--- config.mk ---
export PLATFORM = sky130hd
export DESIGN_NAME = pll_divider_pfd
export DESIGN_NICKNAME = d
export VERILOG_FILES = /design/src/rtl/pll_divider_pfd.sv
export SDC_FILE = /design/constraint.sdc
export NUM_CORES = 1
export LEC_CHECK = 0
export BUFFER_PORTS_ARGS = -buffer_cell sky130_fd_sc_hd__buf_2
export CAP_MARGIN = 30
export CORE_MARGIN = 5
export CORE_UTILIZATION = 57
export DETAILED_ROUTE_END_ITERATION = 7
export PLACE_DENSITY_LB_ADDON = 0.08
export SLEW_MARGIN = 40
export SYNTH_ARGS = -nofsm -noshare
export SYNTH_HDL_FRONTEND = slang
export SYNTH_SLANG_ARGS = --single-unit
--- constraint.sdc ---
create_clock -name clk -period 2.6 [get_ports clk]
set_clock_uncertainty 0.05 [all_clocks]
set_input_delay 0.39 -clock clk [delete_from_list [all_inputs] [get_ports clk]]
set_output_delay 0.39 -clock clk [all_outputs]
set_load 0.01 [all_outputs]
--- src/rtl/pll_divider_pfd.sv ---
module pll_divider_pfd #(
  parameter int RW = 6,
  parameter int MW = 10,
  parameter int AW = 4,
  parameter int LW = 8
) (
  input  logic                   clk,
  input  logic                   rst_n,
  input  logic                   ref_tick,
  input  logic                   pre_tick,
  input  logic                   cfg_wr,
  input  logic [RW+MW+AW-1:0]    cfg_word,
  input  logic [LW-1:0]          lock_thresh,
  output logic                   mod_sel,
  output logic                   r_div,
  output logic                   m_div,
  output logic                   up_n,
  output logic                   dn_n,
  output logic                   locked
);
  localparam logic [LW-1:0] LK_MAX = '1;

  logic [RW-1:0] r_sh, r_cnt;
  logic [MW-1:0] m_sh, m_cnt;
  logic [AW-1:0] a_sh, a_cnt;
  logic          up_q, dn_q;
  logic [LW-1:0] lk_cnt;

  always_ff @(posedge clk or negedge rst_n)
    if (!rst_n) {r_sh, m_sh, a_sh} <= '0;
    else if (cfg_wr) {r_sh, m_sh, a_sh} <= cfg_word;

  always_ff @(posedge clk or negedge rst_n)
    if (!rst_n) begin
      r_cnt <= '0;
      r_div <= 1'b0;
    end else begin
      r_div <= ref_tick && (r_cnt == '0);
      if (ref_tick) r_cnt <= (r_cnt == '0) ? r_sh : r_cnt - 1'b1;
    end

  always_ff @(posedge clk or negedge rst_n)
    if (!rst_n) begin
      m_cnt <= '0;
      a_cnt <= '0;
      m_div <= 1'b0;
    end else begin
      m_div <= pre_tick && (m_cnt == '0);
      if (pre_tick) begin
        if (m_cnt == '0) begin
          m_cnt <= m_sh;
          a_cnt <= a_sh;
        end else begin
          m_cnt <= m_cnt - 1'b1;
          if (a_cnt != '0) a_cnt <= a_cnt - 1'b1;
        end
      end
    end

  assign mod_sel = (a_cnt != '0);

  always_ff @(posedge clk or negedge rst_n)
    if (!rst_n) begin
      up_q <= 1'b0;
      dn_q <= 1'b0;
    end else if (up_q && dn_q) begin
      up_q <= r_div;
      dn_q <= m_div;
    end else begin
      up_q <= up_q | r_div;
      dn_q <= dn_q | m_div;
    end

  assign up_n = ~up_q;
  assign dn_n = ~dn_q;

  always_ff @(posedge clk or negedge rst_n)
    if (!rst_n) lk_cnt <= '0;
    else if (up_q ^ dn_q) lk_cnt <= '0;
    else if (r_div && lk_cnt != LK_MAX) lk_cnt <= lk_cnt + 1'b1;

  assign locked = (lk_cnt != '0) && (lk_cnt >= lock_thresh);
endmodule

==> reports/qor.yml <==
yosysWarnings: 0
avgRoutedWirePerCell_um: 14.2
start_util_pct: 59.3
rsz0062_at_grt: "false"
critical_path.max_fanout: 3
viasPerCell: 5.58
fmax_mhz: 415
die_x_um: 80.3
fin_crit_ns: 2.41
reg2reg_slack_ns: 0.39
max-slew-margin-rel_pct: 54.4
cp-start-kind: "flop"
ys_seq_area_share_pct: 46.1
multiInputGateArea_um2: 1370
power_density_nw_per_um2: 739
p_leak_nw: 1.49
crit_arrival_ns: 1.97
p_total_mw: 2.34
portBuffers: 38
htreeDepth: 2
synth_top_family_by_area: "simple AND/OR/NAND/NOR gates"
fin_crit_sh_pct: 92.6
die_h_um: 80.3
synth_top_flop_cell: "dfrtp_1"
grt_pass1_wl_um: 9540
path_class: "flop to output port"
synth_xor_area_share_pct: 1.55
sequential_cell_area_um2: 1300
num_rows: 25
fin_area_um2: 3160
fillCellCount: 400
gp_congestion: 0.824
worst_ep_required_time_ns: 2.16
finalSetupTns_ns: 0
boundaryPins: 39
drt_iter0_markers: 161
syn_to_final_growth_pct: 12.1
ir_drop_v: 0.000425
clk_pin_slew_ns: 0.09
place_area_um2: 3070
cts_tree: "yes"
synth_cell_types: 54
nets: 354
synth_nets: 318
ys_top_cells_by_area: "dfrtp_1 46%, mux2_2 7.6%, ha_1 7.5%"
synth_area_per_cell_um2: 10.5
die_area_um2: 6450
cts-root-buf: "clkbuf_8"
tightest_slew_ns: 0.681
hold_slack_ns: 0.0361
synth.area.mux_share_pct: 9.72
synth_seq_cells: 52
ff2ff_path_depth: 4
grt_usage_pct: 18.9
dr.pass1.iters: 4
synthSimpleGateAreaFrac_pct: 16.8
yosysTopAreaCellShare_pct: 46.1
netlist_instances: 268
drv_slew: 0
vias: 2076
grt.overflow.total: 0
synth-edff-count: 0
wl_um: 5300
layout-drive-gt1-share_pct: 22.6
hold_path_class: "input pin to async pin"
remaining_drc_errors: 0
endpoint_kind: "output port"
hpwl_um: 3950
yosys.area_share.adder_pct: 7.54
async_reset_ff_share_pct: 100
ctsHoldBuffers: 0
outcome: "complete, no violations"
antenna_found_initial: 0
syn_area_um2: 2820
grt_pass1_vias: 2082
yosys.area.top_type: "dfrtp_1"
layout_setup_ws_ns: 0.192
drv_cap: 0
numCtsBuffers: 5
synth_compound_area_share_pct: 13.1
n_antenna_cell: 0
hold_violations: 0
place_ws_ns: 0.414
drtAntennaViolNets: 0
finalSetupViolations: 0
cts_sinks: 52
core_um2: 4750
grt_max_degree: 28
clk_latency_ns: 0.30
cts.path.max_buffers: 2
==> kinds of logic after synthesis <==
logic type	count (synthesis)
multiplexers	25
XOR/XNOR	5
AND/OR/NAND/NOR	81
AO/OA/AOI/OAI	52
buffers and inverters	36
adder cells (fa/ha/maj)	17
flip-flops	52
==> synth_stat cells (2+ instances only) <==
master and number:
nand2b_1 2, buf_1 2, inv_1 25, o211ai_1 3, or4_1 2, o21ai_0 11
nor2_1 14, and4_1 2, nor3_1 13, a221o_1 3, nand2_1 11, ha_1 17
and3_1 2, nand4_1 2, dfrtp_1 52, clkbuf_1 7, nor4b_1 2, a22oi_1 2
a21o_1 4, nand3b_1 2, or3_1 7, nand3_1 10, xnor2_1 3, nor4_1 3
mux2i_1 6, o41ai_1 3, xor2_1 2, o21ai_1 2, a21oi_1 9, mux2_2 19
o31ai_1 2, nor2b_1 2
==> registers in the layout (all words and copies together) (netlist names) <==
signal  cells
r_div       1
up_q        1
a_cnt       4
m_sh       10
dn_q        1
r_sh        6
m_div       1
lk_cnt      8
r_cnt       6
a_sh        4
m_cnt      10
==> area by class of cell <==
| cell class | count | share of cell area, % |
|---|---|---|
| Tap cell | 67 | 2.65 |
| Multi-Input combinational cell | 180 | 43.5 |
| Inverter | 25 | 2.97 |
| Timing Repair Buffer | 40 | 6.89 |
| Clock buffer | 8 | 2.85 |
| Sequential cell | 52 | 41.2 |
==> critical path, cell delays in order, from the launching register on <==
cell,delay (ns)
dfrtp_1,0.40
inv_1,0.11
ha_1,0.23
nand2b_1,0.14
a2111oi_1,0.41
o211a_1,0.21
nor2_1,0.04
buf_2,0.13
==> path summary, 6_finish.rpt <==
kind | start | end
worst max-delay path | lk_cnt[0]$_DFFE_PN0P_ | locked
worst min-delay path | rst_n | m_sh[8]$_DFFE_PN0P_
worst max register to register | m_cnt[2]$_DFFE_PN0P_ | m_cnt[5]$_DFFE_PN0P_
worst min register to register | m_div$_DFF_PN0_ | dn_q$_DFF_PN0_
max in group asynchronous | rst_n | m_cnt[5]$_DFFE_PN0P_
min in group clk | cfg_word[1] | a_sh[1]$_DFFE_PN0P_
==> through the flow <==
step	utilization (%)	cells
detailed placement	64.6	364
global placement	64.6	364
floorplan	-	268
finish	66.5	372
CTS	66.4	372
global route	66.5	372
==> power breakdown <==
part           internal, mW  switching (mW)  total [mW]  leakage [nW]
registers             0.994           0.191        1.18         0.633
clock network         0.218           0.254       0.471        0.0455
logic                 0.323           0.357       0.680         0.808
total                  1.54           0.802        2.34          1.49
==> repair_timing <==
action	CTS	global route
gates resized for setup	0	1
buffers inserted	0	0
endpoints found under the setup margin	0	1
==> placed cells by master, fill, tap and decap left out, types with 7 or more instances in the layout <==
master,count
dfrtp_1,52
buf_2,38
inv_1,25
mux2_2,19
ha_1,17
nor2_1,14
nor3_1,13
o21ai_0,11
nand2_1,11
nand3_1,10
a21oi_1,9
or3_1,7
==> metal layers <==
layer / part of all wire, % / global-route usage (%) / up-vias
met5: 0 / 0 / -
met4: 1.3 / 6.08 / 0
met3: 4.0 / 4.26 / 6
met2: 46 / 30.0 / 44
met1: 49 / 25.6 / 983
li1: - / - / 1043
(Power assumes the default switching activity.)
